`src/rtl/clkratio_pkg.sv`:
```
package clkratio_pkg;

    // Field bit positions inside the control word (MSB first)
    localparam int CPU_B2 = 14;
    localparam int CPU_B1 = 3;
    localparam int CPU_B0 = 2;
    localparam int PER_B2 = 13;
    localparam int PER_B1 = 1;
    localparam int PER_B0 = 0;
    localparam int ONE_BIT = 8;

    typedef struct packed {
        logic       ok;
        logic [2:0] div;
    } ratio_t;

    typedef struct packed {
        logic [2:0] cpu;
        logic [2:0] per;
        logic       err;
    } regs_t;

    typedef struct packed {
        logic [2:0] cur;
        logic [7:0] cnt;
    } div_wide_t;

    function automatic ratio_t decode_cpu(input logic [2:0] code);
        ratio_t r;
        r.ok = 1'b1;
        case (code)
            3'b000:  r.div = 3'd1;
            3'b001:  r.div = 3'd2;
            3'b100:  r.div = 3'd3;
            3'b010:  r.div = 3'd4;
            default: begin
                r.ok  = 1'b0;
                r.div = 3'd1;
            end
        endcase
        return r;
    endfunction

    function automatic ratio_t decode_per(input logic [2:0] code);
        ratio_t r;
        r.ok = 1'b1;
        case (code)
            3'b000:  r.div = 3'd1;
            3'b001:  r.div = 3'd2;
            3'b100:  r.div = 3'd3;
            3'b010:  r.div = 3'd4;
            3'b101:  r.div = 3'd6;
            default: begin
                r.ok  = 1'b0;
                r.div = 3'd1;
            end
        endcase
        return r;
    endfunction

endpackage

```
`src/rtl/clkratio_regs.sv`:
```
module clkratio_regs
    import clkratio_pkg::*;
#(
    parameter int BUS_W = 3
) (
    input  logic             clk,
    input  logic             rst_n,
    input  logic             wr_en,
    input  logic [15:0]      wr_data,
    input  logic [BUS_W-1:0] bus_div,
    output logic [2:0]       cpu_code,
    output logic [2:0]       per_code,
    output logic             wr_err,
    output logic [15:0]      rd_data
);

    regs_t  st_d, st_q;
    ratio_t cpu_dec, per_dec;
    logic [2:0] cpu_in, per_in;
    logic cpu_rule_ok, per_rule_ok, accept;
    logic unused_rsv_bits;

    assign unused_rsv_bits = ^{wr_data[15], wr_data[12:4]};

    always_comb begin
        cpu_in      = {wr_data[CPU_B2], wr_data[CPU_B1], wr_data[CPU_B0]};
        per_in      = {wr_data[PER_B2], wr_data[PER_B1], wr_data[PER_B0]};
        cpu_dec     = decode_cpu(cpu_in);
        per_dec     = decode_per(per_in);
        cpu_rule_ok = int'(cpu_dec.div) <= int'(bus_div);
        per_rule_ok = int'(per_dec.div) >= int'(bus_div);
        accept      = cpu_dec.ok && per_dec.ok && cpu_rule_ok && per_rule_ok;

        st_d     = st_q;
        st_d.err = 1'b0;
        if (wr_en) begin
            if (accept) begin
                st_d.cpu = cpu_in;
                st_d.per = per_in;
            end else begin
                st_d.err = 1'b1;
            end
        end
    end

    always_ff @(posedge clk) begin
        if (!rst_n) begin
            st_q <= '0;
        end else begin
            st_q <= st_d;
        end
    end

    always_comb begin
        rd_data          = 16'h0000;
        rd_data[ONE_BIT] = 1'b1;
        rd_data[CPU_B2]  = st_q.cpu[2];
        rd_data[CPU_B1]  = st_q.cpu[1];
        rd_data[CPU_B0]  = st_q.cpu[0];
        rd_data[PER_B2]  = st_q.per[2];
        rd_data[PER_B1]  = st_q.per[1];
        rd_data[PER_B0]  = st_q.per[0];
    end

    assign cpu_code = st_q.cpu;
    assign per_code = st_q.per;
    assign wr_err   = st_q.err;

endmodule

```
`src/rtl/clkratio_div.sv`:
```
module clkratio_div #(
    parameter int CNT_W = 3
) (
    input  logic       clk,
    input  logic       rst_n,
    input  logic [2:0] tgt_div,
    output logic       en_o
);

    localparam logic [CNT_W-1:0] CNT_ONE = CNT_W'(1);

    typedef struct packed {
        logic [2:0]       cur;
        logic [CNT_W-1:0] cnt;
    } dstate_t;

    dstate_t s_d, s_q;
    logic    term;

    always_comb begin
        term = (s_q.cnt == CNT_W'(s_q.cur - 3'd1));
        s_d  = s_q;
        if (term) begin
            s_d.cur = tgt_div;
            s_d.cnt = '0;
        end else begin
            s_d.cnt = s_q.cnt + CNT_ONE;
        end
    end

    always_ff @(posedge clk) begin
        if (!rst_n) begin
            s_q.cur <= 3'd1;
            s_q.cnt <= '0;
        end else begin
            s_q <= s_d;
        end
    end

    assign en_o = term;

endmodule

```
`src/rtl/clkratio_ctrl.sv`:
```
module clkratio_ctrl
    import clkratio_pkg::*;
#(
    parameter int BUS_W = 3,
    parameter int CNT_W = 3
) (
    input  logic             clk,
    input  logic             rst_n,
    input  logic             wr_en,
    input  logic [15:0]      wr_data,
    input  logic [BUS_W-1:0] bus_div,
    output logic [15:0]      rd_data,
    output logic             wr_err,
    output logic             cpu_en,
    output logic             per_en
);

    localparam int N_DOM = 2;

    logic [2:0] cpu_code, per_code;
    logic [2:0] tgt [N_DOM];
    logic [N_DOM-1:0] en_vec;

    clkratio_regs #(.BUS_W(BUS_W)) u_regs (
        .clk      (clk),
        .rst_n    (rst_n),
        .wr_en    (wr_en),
        .wr_data  (wr_data),
        .bus_div  (bus_div),
        .cpu_code (cpu_code),
        .per_code (per_code),
        .wr_err   (wr_err),
        .rd_data  (rd_data)
    );

    always_comb begin
        tgt[0] = decode_cpu(cpu_code).div;
        tgt[1] = decode_per(per_code).div;
    end

    for (genvar g = 0; g < N_DOM; g++) begin : g_dom
        clkratio_div #(.CNT_W(CNT_W)) u_div (
            .clk     (clk),
            .rst_n   (rst_n),
            .tgt_div (tgt[g]),
            .en_o    (en_vec[g])
        );
    end

    assign cpu_en = en_vec[0];
    assign per_en = en_vec[1];

endmodule

```
`config.mk`:
```
export PLATFORM = sky130hd
export DESIGN_NAME = clkratio_ctrl
export DESIGN_NICKNAME = d
export VERILOG_FILES = /design/src/rtl/clkratio_pkg.sv /design/src/rtl/clkratio_regs.sv /design/src/rtl/clkratio_div.sv /design/src/rtl/clkratio_ctrl.sv
export SDC_FILE = /design/constraint.sdc
export NUM_CORES = 1
export LEC_CHECK = 0
export BUFFER_PORTS_ARGS = -buffer_cell sky130_fd_sc_hd__buf_2
export CORE_UTILIZATION = 45
export DETAILED_ROUTE_END_ITERATION = 12
export PLACE_DENSITY = 0.76
export SYNTH_ARGS = -nofsm -noshare
export SYNTH_HDL_FRONTEND = slang
export SYNTH_HIERARCHICAL = 1
export SYNTH_SLANG_ARGS = --single-unit
export TNS_END_PERCENT = 5
```
`constraint.sdc`:
```
create_clock -name clk -period 2.5 [get_ports clk]
set_input_delay 0 -clock clk [delete_from_list [all_inputs] [get_ports clk]]
set_output_delay 0 -clock clk [all_outputs]
set_load 0.02 [all_outputs]
```
# Word-level counts from Yosys, hierarchy flattened

Index checks and enable logic that the tools add are counted.

Add/sub/neg operators: 4
$mul: 0
Divide/modulo/power cells: 0
Magnitude comparators: 2
Equal/unequal tests: 16
Shift operators: 0
Muxes and demuxes: 7
Bitwise gates (word level): 1
Reductions and logical operators: 11

Operator list:

| kind                                                               | count |
|---|---|
| 3-bit case mux with 4 select lines                                 | 2 |
| 3-bit == test, second input constant                               | 6 |
| 3-bit case mux with 3 select lines                                 | 2 |
| 3-bit by 1-bit == test with 1-bit output, second input constant    | 4 |
| 3-bit by 2-bit == test with 1-bit output, second input constant    | 4 |
| 3-bit by 1-bit adder with 3-bit output, second input constant      | 2 |
| 3-bit == test                                                      | 2 |
| 3-bit logical NOT                                                  | 2 |
| 3-bit by 1-bit subtractor with 3-bit output, second input constant | 2 |
| 5-bit OR reduction                                                 | 1 |
| 2-bit AND reduction                                                | 2 |
| 2-bit OR reduction                                                 | 2 |
| 4-bit OR reduction                                                 | 1 |
| 3-bit >= comparator                                                | 1 |
| 3-bit less-or-equal comparator                                     | 1 |
| 1-bit logical AND                                                  | 3 |
| 1-bit two-way mux                                                  | 3 |
| 1-bit NOT                                                          | 1 |

Flip-flop bits (word level): 19
Latch bits: 0
Bits in writable memories: 0
ROM bits: 0
Output and inout port bits: 19
Word-level logic and storage cells: 48
Memories kept: 0

# Logic depth before layout (Yosys ltp)

Word-level depth: 7
Depth in mapped cells: 9

# Modules after synthesis

Netlist, hierarchy kept.

Modules (own cells, without submodules):

| module        | times used | cells each | area each (µm²) | seq. area each (µm²) |
|---|---|---|---|---|
| clkratio_div  | 2          | 38         | 394.1           | 120.1 |
| clkratio_regs | 1          | 76         | 653.1           | 140.1 |
| clkratio_ctrl | 1          | 10         | 62.6            | 0.0 |

# Worst setup path after synthesis

OpenSTA, ideal clock, no wires.

Path type: input port to flip-flop
Start: input port wr_data[2]
End: register u_regs.st_q (netlist bit u_regs/cpu_code[0])
Setup time: 0.072 ns
Arrival time: 1.516 ns
Data required time: 2.428 ns
Setup slack: 0.912 ns
Stages on the path: 8
Path through: buf_6 -> xnor2_1 -> nor2_1 -> ha_1 -> a211oi_2 -> o211ai_4 -> nor3b_4 -> mux2i_1

Word-level cells in the longest chain between the ends: 7

RTL lines:

| element                                                                | RTL line            | source |
|---|---|---|
| start, declared                                                        | clkratio_ctrl.sv:10 | `input logic [15:0] wr_data,` |
| branches (longest 7 deep; another with 3-bit less-or-equal comparator) | n/a                 |  |
| end signal, assigned                                                   | clkratio_regs.sv:50 | `st_q <= st_d;` |
| end, declared                                                          | clkratio_regs.sv:17 | `regs_t st_d, st_q;` |

Several ways; the timed one is not identified.
A chain may end at the register's enable or synchronous reset.

# Final worst setup path

Start: input port wr_data[2]
End: register u_regs.st_q (netlist bit u_regs/per_code[1])

Word-level cells in the longest chain between the ends: 7

RTL lines:

| element                                                                | RTL line            | source |
|---|---|---|
| branches (longest 4 deep; another with 3-bit less-or-equal comparator) | n/a                 |  |
| 1-bit logical AND * (2 in series)                                      | clkratio_regs.sv:32 | `accept = cpu_dec.ok && per_dec.ok && cpu_rule_ok && per_rule_ok;` |
| 2-bit AND reduction (no source line) *                                 | n/a                 |  |

Mark *: on every way between the ends.

==> results by group <==
Layout
  • Post-route cell area: 0.001629 mm^2
  • Syn-to-layout area delta: 8.319%
  • Final net count: 214
  • Fin util: 52.50%
  • Filler cells: 313
  • Layout Cells excl Fill: 225
  • Seq. cell area: 380.4 um^2
  • Footprint of the multi-input gates: 962.2 um^2
  • Share of cells above drive strength 1: 20.44%
  • Antenna Cells: 0

Global routing
  • First-pass GRT wire length: 4.367 mm
  • Largest net degree at the start of global routing: 24
  • Vias in the first global route: 1051
  • Gr usage total: 16.21%
  • Grt total ovfl: 0
  • Initial antenna violation count: 0

Route
  • Via count: 1128
  • DR WL/cell: 11.32 um
  • Vias per inst: 5.013
  • WL final: 2.548 mm
  • Residual DRC: 0
  • 1st-iter DRT viols: 22
  • First-pass iteration count of the detailed router: 4
  • DRT antenna net count: 0

Setup path
  • Critical Path AT: 2260 ps
  • Worst Setup Start Kind: primary input
  • Critical Path RT: 2740 ps
  • CP Max Fanout: 6
  • Crit-path cells: dlygate4sd3_1 -> buf_2 -> nor3b_1 -> ha_1 -> o21ai_0 -> o211ai_4 -> nor3b_4 -> mux2i_1
  • Critical Path Max Stage Delay: 530 ps
  • Crit Path Category: primary input to flop
  • CP Capture Type: flop
  • Slowest-stage cell, CP: dlygate4sd3_1

Clock tree
  • CTS H-tree lvls: 1
  • CTS Buffer Depth: 2
  • Clk_lat worst skew: 310 ps
  • CTS tree: built
  • Clk sinks: 19
  • Number of buffers created by CTS: 3
  • Clk pin slew, worst setup/hold paths: 110 ps
  • Gates resized, CTS repair: 0
  • Root Driver: clkbuf_4

Placed design
  • Final estimated routing congestion in global placement: 0.7753
  • DP Cell Count: 214
  • Area of placed instances: 0.001531 mm^2
  • # port buffers: 20
  • Hpwl dp: 1.942 mm
  • Pre-CTS setup slack: 711.1 ps

Power
  • Total power: 1.203 mW
  • Leakage: 0.7150 nW
  • Peak supply drop: 0.2249 mV
  • Power per cell area: 738.3 mW/mm^2

Synthesis
  • Post-Synthesis Cell Area: 0.001504 mm^2
  • Synth top area share: 25.29%
  • Mapped Avg Cell Area: 9.284 um^2
  • Flop and latch count out of synthesis: 19
  • Most numerous cell in the Yosys netlist: dfxtp_1
  • Number of synthesized flops with an enable pin: 0
  • Largest cells by area after synthesis: dfxtp_1, ha_1, buf_4
  • Syn Inst Count: 162
  • Biggest area consumer among synthesized cells: dfxtp_1
  • Seq/Total Area, Yosys: 25.29%
  • Synth Warn #: 6
  • Top cells by count, synth: dfxtp_1, buf_4, nand2_1
  • Primary FF master, synth: dfxtp_1
  • Post-synthesis cell type count: 35
  • Synth async-reset ratio: 0%

Floorplanning
  • Die boundary height: 59.81 um
  • # rows: 20
  • Core ar.: 0.003103 mm^2
  • Starting Density: 48.47%
  • I/O pin count: 41
  • Die area: 0.003577 mm^2
  • Die W: 59.81 um

Timing
  • Count of final max-slew check failures: 0
  • Fmax: 495.2 MHz
  • Final hold violations: 0
  • Final Critical Period: 2020 ps
  • Final setup viols: 0
  • Clk_skew: 7.611 ps
  • Worst hold slack: 53.50 ps
  • Final Cycle Share: 80.78%
  • Final WS setup: 480.4 ps
  • Setup TNS: 0 ps
  • RSZ-0062 raised after global routing: false

Run
  • Max Cap Violations: 0

Outcome
  • Status: complete, no violations

Min path
  • Worst Hold Class: primary input to flop
[state kept, by name, summed over array words and instances (netlist names)]
signal           count
g_dom.u_div/s_q     12
u_regs/cpu_code      3
u_regs/per_code      3
u_regs/wr_err        1
[critical path: cells and delay by family]
family                     cells  cell delay [ps]
AOI/OAI and AO/OA              2              420
muxes                          1              230
and+or+nand+nor                2              620
adders and majority gates      1              280
buffers and inverters          2              700
[layer usage]
metal  routed length, um  part of all wire (%)  up-vias  GRT usage (%)
li1                    -                     -      582              -
met1                1200                    47      516          19.41
met2                1206                    47       25          28.10
met3                  82                   3.2        5          1.732
met4                  59                   2.3        0          8.970
met5                   0                     0        -              0
[cell usage in the layout, fill, tap and decap left out, types with 3 or more instances in the layout]
cell type      instances
buf_2                 20
dfxtp_1               19
nand2_1               14
xnor2_1               11
ha_1                  10
conb_1                10
nor2_1                 9
inv_1                  9
dlygate4sd3_1          7
nand4_1                6
mux2i_1                6
xor2_1                 5
o21ai_0                5
a21oi_1                4
a31oi_1                4
nor3_1                 4
nand3b_1               4
clkbuf_4               3
a21o_1                 3
[cell families (layout without fill, tap and decap cells)]
logic type | Yosys count | after routing | synth area share [%]
and+or+nand+nor | 47 | 47 | 17.97
AOI/OAI and AO/OA | 29 | 29 | 15.06
buffers and inverters | 29 | 40 | 12.73
xor gates and xnor gates | 20 | 20 | 16.14
DFF | 19 | 19 | 25.29
adders and majority gates | 10 | 10 | 8.319
muxes | 6 | 6 | 3.994
other | 2 | 10 | 0.4994
[layout make-up]
cell class                      count  area share, %
Timing Repair Buffer               27          10.45
Multi-Input combinational cell    122          59.06
Sequential cell                    19          23.35
Tap cell                           44          3.379
Clock inverter                      1         0.3072
Clock buffer                        3          1.382
Inverter                            9          2.074
[final timing paths]
check / start / end / slack (ps) / cells past startpoint
max: wr_data[2] / u_regs/per_code[1] / 480 / 8
min: rst_n / g_dom[1].u_div/s_q[3] / 50 / 2
max reg2reg: g_dom[0].u_div/s_q[3] / g_dom[0].u_div/s_q[4] / 910 / 5
min reg2reg: u_regs/per_code[0] / u_regs/per_code[0] / 490 / 2
[power breakdown]
group          internal, mW  total, mW  switching [mW]
Sequential            0.347      0.395          0.0479
Combinational         0.266      0.648           0.382
Clock                0.0598      0.159          0.0995
Total                 0.673       1.20           0.530
[repair_timing]
| action | CTS | global route |
|---|---|---|
| hold buffers | 7 | 0 |
| endpoints found under the hold margin | 7 | 0 |
| buffers inserted | 0 | 0 |
Power figures use the tool's default switching activity.
